--- src/rtl/mt_pkg.sv ---
// Shared constants and register address map of the cascaded low-power timer.
// Assumes a single slow clock domain for every register in the block.
package mt_pkg;
    localparam int ADDR_W    = 4;
    localparam int DATA_W    = 32;
    localparam int NUM_CNT   = 3;
    localparam int RST_DELAY = 3;
    localparam int RST_CW    = $clog2(RST_DELAY + 1);
    localparam int CTRL_W    = 7;
    localparam int CB_CASC   = 4;
    localparam int CB_CLR0   = 5;
    localparam int CB_CLR1   = 6;

    typedef enum logic [ADDR_W-1:0] {
        A_CTRL   = 4'd0,
        A_MATCH  = 4'd1,
        A_TOGGLE = 4'd2,
        A_RESET  = 4'd3,
        A_STATUS = 4'd4,
        A_MASK   = 4'd5,
        A_LOCK   = 4'd6,
        A_CNT01  = 4'd7,
        A_CNT2   = 4'd8
    } reg_addr_e;
endpackage

--- src/rtl/mt_match_counter.sv ---
// Match counter with staged match register, clear-on-match and a delayed
// reset request. Assumes 'step' already includes the enable and the
// cascade source; 'hit' is combinational and is valid before the edge.
module mt_match_counter
    import mt_pkg::*;
#(
    parameter int CW = 16
) (
    input  logic          clk,
    input  logic          rst_n,
    input  logic          step,
    input  logic          clr_on_match,
    input  logic          match_wr,
    input  logic [CW-1:0] match_din,
    input  logic          rst_req,
    output logic [CW-1:0] count,
    output logic [CW-1:0] match,
    output logic          hit
);
    logic [CW-1:0]     stage_q;
    logic              stage_vld;
    logic [RST_CW-1:0] rst_cnt;
    logic [CW-1:0]     nxt;
    logic              rst_fire;

    assign nxt      = count + 1'b1;
    assign rst_fire = (rst_cnt == RST_CW'(1));
    assign hit      = step && !rst_fire && (nxt == match);

    // Two-step match update: capture into staging, then move into the active register.
    always_ff @(posedge clk) begin
        if (!rst_n) begin
            stage_q   <= '1;
            stage_vld <= 1'b0;
            match     <= '1;
        end else begin
            stage_vld <= match_wr;
            if (match_wr) stage_q <= match_din;
            if (stage_vld) match <= stage_q;
        end
    end

    // Reset-request countdown; the counter clears when it reaches one.
    always_ff @(posedge clk) begin
        if (!rst_n)                  rst_cnt <= '0;
        else if (rst_req)            rst_cnt <= RST_CW'(RST_DELAY);
        else if (rst_cnt != '0)      rst_cnt <= rst_cnt - 1'b1;
    end

    // Count register: delayed clear, then step with optional wrap on match.
    always_ff @(posedge clk) begin
        if (!rst_n)        count <= '0;
        else if (rst_fire) count <= '0;
        else if (step)     count <= (hit && clr_on_match) ? '0 : nxt;
    end


    rst_done_chk: assert property (@(posedge clk) disable iff (!rst_n)
        rst_fire |=> (count == '0));

    hold_chk: assert property (@(posedge clk) disable iff (!rst_n)
        (!step && !rst_fire) |=> $stable(count));

    stage_chk: assert property (@(posedge clk) disable iff (!rst_n)
        stage_vld |=> (match == $past(stage_q)));
endmodule

--- src/rtl/mt_toggle_counter.sv ---
// Free-running counter that flags each change of one selected bit.
// Assumes the bit select is staged like a match write (two-edge latency).
module mt_toggle_counter
    import mt_pkg::*;
#(
    parameter int C2W = 32,
    parameter int SW  = $clog2(C2W)
) (
    input  logic           clk,
    input  logic           rst_n,
    input  logic           step,
    input  logic           sel_wr,
    input  logic [SW-1:0]  sel_din,
    input  logic           rst_req,
    output logic [C2W-1:0] count,
    output logic [SW-1:0]  sel,
    output logic           hit
);
    logic [SW-1:0]     stage_q;
    logic              stage_vld;
    logic [RST_CW-1:0] rst_cnt;
    logic [C2W-1:0]    nxt;
    logic              rst_fire;

    assign nxt      = count + 1'b1;
    assign rst_fire = (rst_cnt == RST_CW'(1));
    assign hit      = step && !rst_fire && (nxt[sel] != count[sel]);

    // Two-step bit-select update through a staging register.
    always_ff @(posedge clk) begin
        if (!rst_n) begin
            stage_q   <= '0;
            stage_vld <= 1'b0;
            sel       <= '0;
        end else begin
            stage_vld <= sel_wr;
            if (sel_wr) stage_q <= sel_din;
            if (stage_vld) sel <= stage_q;
        end
    end

    // Reset-request countdown.
    always_ff @(posedge clk) begin
        if (!rst_n)             rst_cnt <= '0;
        else if (rst_req)       rst_cnt <= RST_CW'(RST_DELAY);
        else if (rst_cnt != '0) rst_cnt <= rst_cnt - 1'b1;
    end

    // Free-running count with delayed clear.
    always_ff @(posedge clk) begin
        if (!rst_n)        count <= '0;
        else if (rst_fire) count <= '0;
        else if (step)     count <= nxt;
    end


    step_chk: assert property (@(posedge clk) disable iff (!rst_n)
        (step && !rst_fire) |=> (count == $past(count) + 1'b1));

    clr_chk: assert property (@(posedge clk) disable iff (!rst_n)
        rst_fire |=> (count == '0));
endmodule

--- src/rtl/mt_irq_ctrl.sv ---
// Sticky per-counter status with write-one-to-clear and per-bit mask.
// Assumes events are single-cycle pulses sampled on the clock edge.
module mt_irq_ctrl #(
    parameter int N = 3
) (
    input  logic         clk,
    input  logic         rst_n,
    input  logic [N-1:0] evt,
    input  logic         clr_wr,
    input  logic [N-1:0] clr_bits,
    input  logic         mask_wr,
    input  logic [N-1:0] mask_bits,
    output logic [N-1:0] status,
    output logic [N-1:0] mask,
    output logic         irq
);
    // Status: new events win over a clear in the same cycle.
    always_ff @(posedge clk) begin
        if (!rst_n) status <= '0;
        else        status <= (status & ~(clr_wr ? clr_bits : '0)) | evt;
    end

    // Mask register.
    always_ff @(posedge clk) begin
        if (!rst_n)       mask <= '0;
        else if (mask_wr) mask <= mask_bits;
    end

    assign irq = |(status & mask);


    sticky_chk: assert property (@(posedge clk) disable iff (!rst_n)
        (|evt) |=> ((status & $past(evt)) == $past(evt)));

    hold_chk: assert property (@(posedge clk) disable iff (!rst_n)
        (!clr_wr && evt == '0) |=> $stable(status));

    quiet_chk: assert property (@(posedge clk) disable iff (!rst_n)
        (status == '0) |-> !irq);
endmodule

--- src/rtl/mt_lp_timer.sv ---
// Top of the cascaded low-power timer: register decode, lock, cascade
// queue and readback. Assumes all inputs are synchronous to the slow clock.
module mt_lp_timer
    import mt_pkg::*;
#(
    parameter int CW  = 16,
    parameter int C2W = 32
) (
    input  logic              clk,
    input  logic              rst_n,
    input  logic              wr_en,
    input  logic [ADDR_W-1:0] wr_addr,
    input  logic [DATA_W-1:0] wr_data,
    input  logic [ADDR_W-1:0] rd_addr,
    output logic [DATA_W-1:0] rd_data,
    output logic              irq
);
    localparam int SW = $clog2(C2W);

    logic [CTRL_W-1:0]  ctrl_q;
    logic               lock_q;
    logic               casc_q;
    logic [1:0]         step;
    logic [1:0]         clr_on;
    logic [CW-1:0]      cnt   [2];
    logic [CW-1:0]      mval  [2];
    logic [NUM_CNT-1:0] hit;
    logic [NUM_CNT-1:0] rst_req;
    logic [NUM_CNT-1:0] status, mask;
    logic [C2W-1:0]     cnt2;
    logic [SW-1:0]      sel;
    logic               wr_ctrl, wr_match, wr_tog, wr_rst;

    assign wr_ctrl  = wr_en && (wr_addr == A_CTRL)   && !lock_q;
    assign wr_match = wr_en && (wr_addr == A_MATCH)  && !lock_q;
    assign wr_tog   = wr_en && (wr_addr == A_TOGGLE) && !lock_q;
    assign wr_rst   = wr_en && (wr_addr == A_RESET);
    assign rst_req  = wr_rst ? wr_data[NUM_CNT-1:0] : '0;

    // Control and lock registers.
    always_ff @(posedge clk) begin
        if (!rst_n) begin
            ctrl_q <= '0;
            lock_q <= 1'b0;
        end else begin
            if (wr_ctrl) ctrl_q <= wr_data[CTRL_W-1:0];
            if (wr_en && wr_addr == A_LOCK) lock_q <= wr_data[0];
        end
    end

    // Cascade queue: a C0 match steps C1 one edge later.
    always_ff @(posedge clk) begin
        if (!rst_n) casc_q <= 1'b0;
        else        casc_q <= hit[0];
    end

    assign step[0]   = ctrl_q[0];
    assign step[1]   = ctrl_q[1] && (ctrl_q[CB_CASC] ? casc_q : 1'b1);
    assign clr_on[0] = ctrl_q[CB_CLR0];
    assign clr_on[1] = ctrl_q[CB_CLR1];

    for (genvar i = 0; i < 2; i++) begin : g_mcnt
        mt_match_counter #(.CW(CW)) u_cnt (
            .clk          (clk),
            .rst_n        (rst_n),
            .step         (step[i]),
            .clr_on_match (clr_on[i]),
            .match_wr     (wr_match),
            .match_din    (wr_data[i*CW +: CW]),
            .rst_req      (rst_req[i]),
            .count        (cnt[i]),
            .match        (mval[i]),
            .hit          (hit[i])
        );
    end

    mt_toggle_counter #(.C2W(C2W), .SW(SW)) u_tcnt (
        .clk     (clk),
        .rst_n   (rst_n),
        .step    (ctrl_q[2]),
        .sel_wr  (wr_tog),
        .sel_din (wr_data[SW-1:0]),
        .rst_req (rst_req[2]),
        .count   (cnt2),
        .sel     (sel),
        .hit     (hit[2])
    );

    mt_irq_ctrl #(.N(NUM_CNT)) u_irq (
        .clk       (clk),
        .rst_n     (rst_n),
        .evt       (hit),
        .clr_wr    (wr_en && wr_addr == A_STATUS),
        .clr_bits  (wr_data[NUM_CNT-1:0]),
        .mask_wr   (wr_en && wr_addr == A_MASK),
        .mask_bits (wr_data[NUM_CNT-1:0]),
        .status    (status),
        .mask      (mask),
        .irq       (irq)
    );

    // Combinational readback; the counter pair comes from one cycle.
    always_comb begin
        case (rd_addr)
            A_CTRL:   rd_data = DATA_W'(ctrl_q);
            A_MATCH:  rd_data = DATA_W'({mval[1], mval[0]});
            A_TOGGLE: rd_data = DATA_W'(sel);
            A_STATUS: rd_data = DATA_W'(status);
            A_MASK:   rd_data = DATA_W'(mask);
            A_LOCK:   rd_data = DATA_W'(lock_q);
            A_CNT01:  rd_data = DATA_W'({cnt[1], cnt[0]});
            A_CNT2:   rd_data = DATA_W'(cnt2);
            default:  rd_data = '0;
        endcase
    end


    lock_ctrl_chk: assert property (@(posedge clk) disable iff (!rst_n)
        (lock_q && wr_en && wr_addr == A_CTRL) |=> $stable(ctrl_q));

    casc_idle_chk: assert property (@(posedge clk) disable iff (!rst_n)
        (ctrl_q[CB_CASC] && !casc_q && rst_req[1] == 1'b0 && !$past(rst_req[1]) && cnt[1] != '0)
        |=> ($stable(cnt[1]) || cnt[1] == '0));
endmodule

--- config.mk ---
export PLATFORM = sky130hd
export DESIGN_NAME = mt_lp_timer
export DESIGN_NICKNAME = d
export VERILOG_FILES = /design/src/rtl/mt_pkg.sv /design/src/rtl/mt_match_counter.sv /design/src/rtl/mt_toggle_counter.sv /design/src/rtl/mt_irq_ctrl.sv /design/src/rtl/mt_lp_timer.sv
export SDC_FILE = /design/constraint.sdc
export NUM_CORES = 1
export LEC_CHECK = 0
export ABC_AREA = 1
export BUFFER_PORTS_ARGS = -buffer_cell sky130_fd_sc_hd__buf_4
export CORE_ASPECT_RATIO = 0.6
export CORE_UTILIZATION = 56
export CTS_CLUSTER_DIAMETER = 50
export CTS_CLUSTER_SIZE = 30
export DETAILED_ROUTE_END_ITERATION = 16
export GPL_TIMING_DRIVEN = 0
export MAX_ROUTING_LAYER = met4
export PLACE_DENSITY = 0.75
export SLEW_MARGIN = 10
export SYNTH_ARGS = -nofsm -noshare
export SYNTH_HDL_FRONTEND = slang
export SYNTH_SLANG_ARGS = --single-unit
--- constraint.sdc ---
create_clock -name clk -period 3.2 [get_ports clk]
set_input_delay 0.32 -clock clk [delete_from_list [all_inputs] [get_ports clk]]
set_output_delay 0.32 -clock clk [all_outputs]
set_load 0.02 [all_outputs]
==> impl.org <==
** STA
- Relative max-transition margin :: 42.8%
- Transition time at the pin with the least slew margin :: 0.858 ns
- Finish-stage setup viols :: 0
- RSZ-0062 raised after global routing :: no
- Across the routed clock network, the largest skew measured is 0.00954 ns.
- Counting I/O delays and the setup requirement, the final critical path takes 3.14 ns.
- Dividing the final minimum period by the clock period gives 98.2%.
- Min Hold Slack :: 0.0841 ns
- Setup total negative slack :: 0 ns
- Final-report max-slew violation count :: 0
- The number of endpoints with negative hold slack in the final report is 0.
- Across all setup checks in the final design, the least slack found is 0.0580 ns.
- Maximum operating frequency :: 318 MHz

** Power
- PnR Total Power :: 4.77 mW
- The worst-case IR drop observed on VDD is 0.471 mV.
- The analysis attributes to cell leakage a power of 4.61 nW.
- Total power divided by cell area :: 439 nW/µm²

** Finish
- Multi-input gate area :: 5250 µm²
- After the last flow step, the layout net total stands at 1,586.
- For this run, the number of standard cells in the final layout without fillers is 1,776.
- Most used cells in the layout excluding fill and tap cells :: 370 x sky130_fd_sc_hd__nand2_1, 170 x sky130_fd_sc_hd__inv_1, 161 x sky130_fd_sc_hd__dfxtp_1
- Cells fill 66.5% of the core in the end.
- With fillers left out, the area of the finished cells amounts to 10,900 µm².
- The filler cells instantiated in the layout total 1,489.
- Compared with the post-synthesis result, the final layout area differs by 15.3%.
- Summing all flip-flop and latch instances after layout gives 3220 µm².
- Layout cell share with drive strength beyond 1 :: 10.9%
- The library cell used most frequently in the layout, excluding fill and tap cells, is sky130_fd_sc_hd__nand2_1.

** Floorplan
- Core area :: 16,300 µm²
- Initial cell density of the core :: 57.7%
- Die width :: 169 µm
- For this design the top-level I/O count stands at 76.
- Total die area :: 17,300 µm²
- The die is 102 µm tall.
- Row generation in the floorplan step produced 36 rows.

** Clock network
- Clock tree buffer depth :: 2
- The clock reaches the later pin of the worst-skew pair after 0.45 ns.
- Setup fix buffers added after clock tree synthesis :: 0
- The clock net in this run drives a total of 161 sinks.
- Buffers inserted during clock tree synthesis total 17.
- Clock tree from TritonCTS :: built
- Clock-pin slew was measured on the worst setup and hold paths at 0.07 ns.
- In this run the clock root is driven by a sky130_fd_sc_hd__clkbuf_16.
- Number of levels the H-tree was split into :: 4

** Outcome
- Status :: completed

** Detailed routing
- Summed over all layers, the routed wires come to 33.1 mm.
- For this run, design rule violations remaining after detail routing come to 0.
- DRC marker count from the first detailed-route iteration :: 1,643
- Wirelength per Cell :: 18.6 µm
- In the routed layout, each cell is associated on average with a via count of 5.89.
- Via count of the routed design :: 10,466
- The detail route stage leaves a number of antenna-violating nets equal to 0.
- Pre-Repair DR Iteration Count :: 6

** Synth
- Synthesis produced 1,440 cells.
- Predominant post-synthesis flop cell :: sky130_fd_sc_hd__dfxtp_1
- The synthesized design contains 161 register bits.
- Cell types with the largest area share after synthesis :: sky130_fd_sc_hd__dfxtp_1 34%, sky130_fd_sc_hd__nand2_1 15%, sky130_fd_sc_hd__nand3_1 8.1%
- Sequential elements use 34.3% of the synthesized area.
- Summed over all instances, the cell type with the most area after synthesis is sky130_fd_sc_hd__dfxtp_1.
- Number of enable-type register cells in the synthesized netlist :: 0
- Area of the mapped netlist :: 9410 µm²
- Cell variety after synth :: 46
- Yosys Warn Count :: 0
- For this run, asynchronously set or reset flops after synthesis account for 0%.
- Synthesized area per cell :: 6.53 µm²
- Post-Synthesis Net Count :: 1,492
- Summed over its instances, the top area cell type makes up 34.3% of the synthesized netlist area.

** GRT
- Overall Global Routing Usage :: 40.1%
- The number of antenna violations at the first check in global routing was 1.
- Global-route wire length before repair :: 50.6 mm
- Entering global routing, the biggest net connects 17 pins.
- After global routing the overflow that remains totals 0.
- The via count of the first global-routing pass was 9,088.

** Critical path
- Class of the most critical setup path :: reg -> out
- CP Data Required Time :: 2.88 ns
- The largest single stage delay on the critical path is 0.59 ns.
- Cells along the critical path :: clkbuf_1 -> clkinv_1 -> clkbuf_1 -> o22ai_1 -> a221oi_1 -> o2111ai_1 -> buf_4
- Maximum fanout along the worst path :: 10
- Most common cell on crit path :: sky130_fd_sc_hd__clkbuf_1
- Slowest cell on crit path :: sky130_fd_sc_hd__clkbuf_1
- Worst Setup Start Kind :: flop
- Category of the worst setup path capture point :: output pin
- Data arrival time of the worst path :: 2.82 ns

** Place
- Instance area after placement :: 10,300 µm²
- At the end of routability-driven placement, the weighted congestion stood at 0.989.
- In this run the tool buffered the top-level ports with 75 buffer cells.
- Placed Cells incl. Taps :: 1,743
- Once detailed placement completed, the half-perimeter wirelength came to 25.2 mm.
- OpenSTA, run right after detailed placement, puts the worst setup slack at 0.283 ns.

** Hold path
- Path class of the lowest-slack min-delay path :: in -> reg

** Run
- Max-cap violation count :: 0
state kept, by name, indices dropped and copies added, names as in the netlist:
name                    cells
casc_q                      1
ctrl_q                      7
g_mcnt.u_cnt.count         32
g_mcnt.u_cnt.match         32
g_mcnt.u_cnt.rst_cnt        4
g_mcnt.u_cnt.stage_q       32
g_mcnt.u_cnt.stage_vld      1
lock_q                      1
u_irq.mask                  3
u_irq.status                3
u_tcnt.count               32
u_tcnt.rst_cnt              2
u_tcnt.sel                  5
u_tcnt.stage_q              5
u_tcnt.stage_vld            1
cell type report:
cell class	count	share of cell area (%)
clock buffer	20	4.21
sequential	161	29.7
multi-input combinational	1036	48.4
tap	228	2.63
inverter	182	6.30
clock inverter	11	1.18
buffer	61	2.33
timing repair buffer	75	5.19
antenna	2	0.0461
cell families after synthesis:
kind of cell / synth area share [%]
and+or+nand+nor: 33.1
AOI/OAI and AO/OA: 18.0
buffers and inverters: 9.92
DFF: 34.3
xor gates and xnor gates: 3.52
adders and majority gates: 1.20
critical path: cells and delay by family (launching register included):
kind | cells | cell delay [ns]
buf+inv | 4 | 1.30
compound gates | 3 | 0.78
flops | 1 | 0.30
cell usage after synthesis (2+ instances only):
cell,number
sky130_fd_sc_hd__a21oi_2,10
sky130_fd_sc_hd__xor2_1,32
sky130_fd_sc_hd__o21ai_0,81
sky130_fd_sc_hd__a22oi_1,2
sky130_fd_sc_hd__nor2_1,118
sky130_fd_sc_hd__clkbuf_1,53
sky130_fd_sc_hd__xnor2_1,4
sky130_fd_sc_hd__clkinv_1,7
sky130_fd_sc_hd__buf_1,4
sky130_fd_sc_hd__o22ai_1,4
sky130_fd_sc_hd__inv_1,170
sky130_fd_sc_hd__nor3_1,7
sky130_fd_sc_hd__or2_2,2
sky130_fd_sc_hd__inv_2,5
sky130_fd_sc_hd__nand2_2,8
sky130_fd_sc_hd__o21a_1,2
sky130_fd_sc_hd__nor2_2,10
sky130_fd_sc_hd__ha_1,9
sky130_fd_sc_hd__o2111ai_1,6
sky130_fd_sc_hd__nand3_1,153
sky130_fd_sc_hd__dfxtp_1,161
sky130_fd_sc_hd__nand3_2,10
sky130_fd_sc_hd__nand2_1,370
sky130_fd_sc_hd__and2_1,2
sky130_fd_sc_hd__nor3b_1,2
sky130_fd_sc_hd__nor3_4,2
sky130_fd_sc_hd__o21ai_1,6
sky130_fd_sc_hd__nor2_4,5
sky130_fd_sc_hd__a221oi_1,3
sky130_fd_sc_hd__nand4_1,12
sky130_fd_sc_hd__o221ai_1,25
sky130_fd_sc_hd__a21oi_1,107
sky130_fd_sc_hd__o211ai_1,34
sky130_fd_sc_hd__nand3b_1,2
report_power, final:
group	switching, mW	internal (mW)	total [mW]
clock	0.907	1.19	2.10
sequential	0.0543	2.06	2.12
combinational	0.366	0.185	0.551
path summary, 6_finish.rpt:
check | from | to | slack, ns | cells after the start
worst max register to register | u_tcnt.sel[0] | u_irq.status[2] | 0.33 | 12
worst min-delay path | wr_data[11] | g_mcnt[0].u_cnt.stage_q[11] | 0.08 | 3
worst max-delay path | u_tcnt.sel[1] | rd_data[1] | 0.06 | 7
worst min register to register | g_mcnt[0].u_cnt.stage_q[6] | g_mcnt[0].u_cnt.stage_q[6] | 0.46 | 2
what timing repair did:
action                                  CTS  global route
hold buffers                              0             0
gates resized for setup                   0             3
endpoints found under the setup margin    0             4
layer usage:
layer / vias to the layer above / GRT usage [%] / routed length, µm
li1: 4936 / - / -
met1: 4849 / 57.4 / 15200
met2: 621 / 53.3 / 12900
met3: 60 / 11.2 / 4430
met4: 0 / 12.5 / 571
met5: - / - / 0
(Power assumes the default switching activity.)
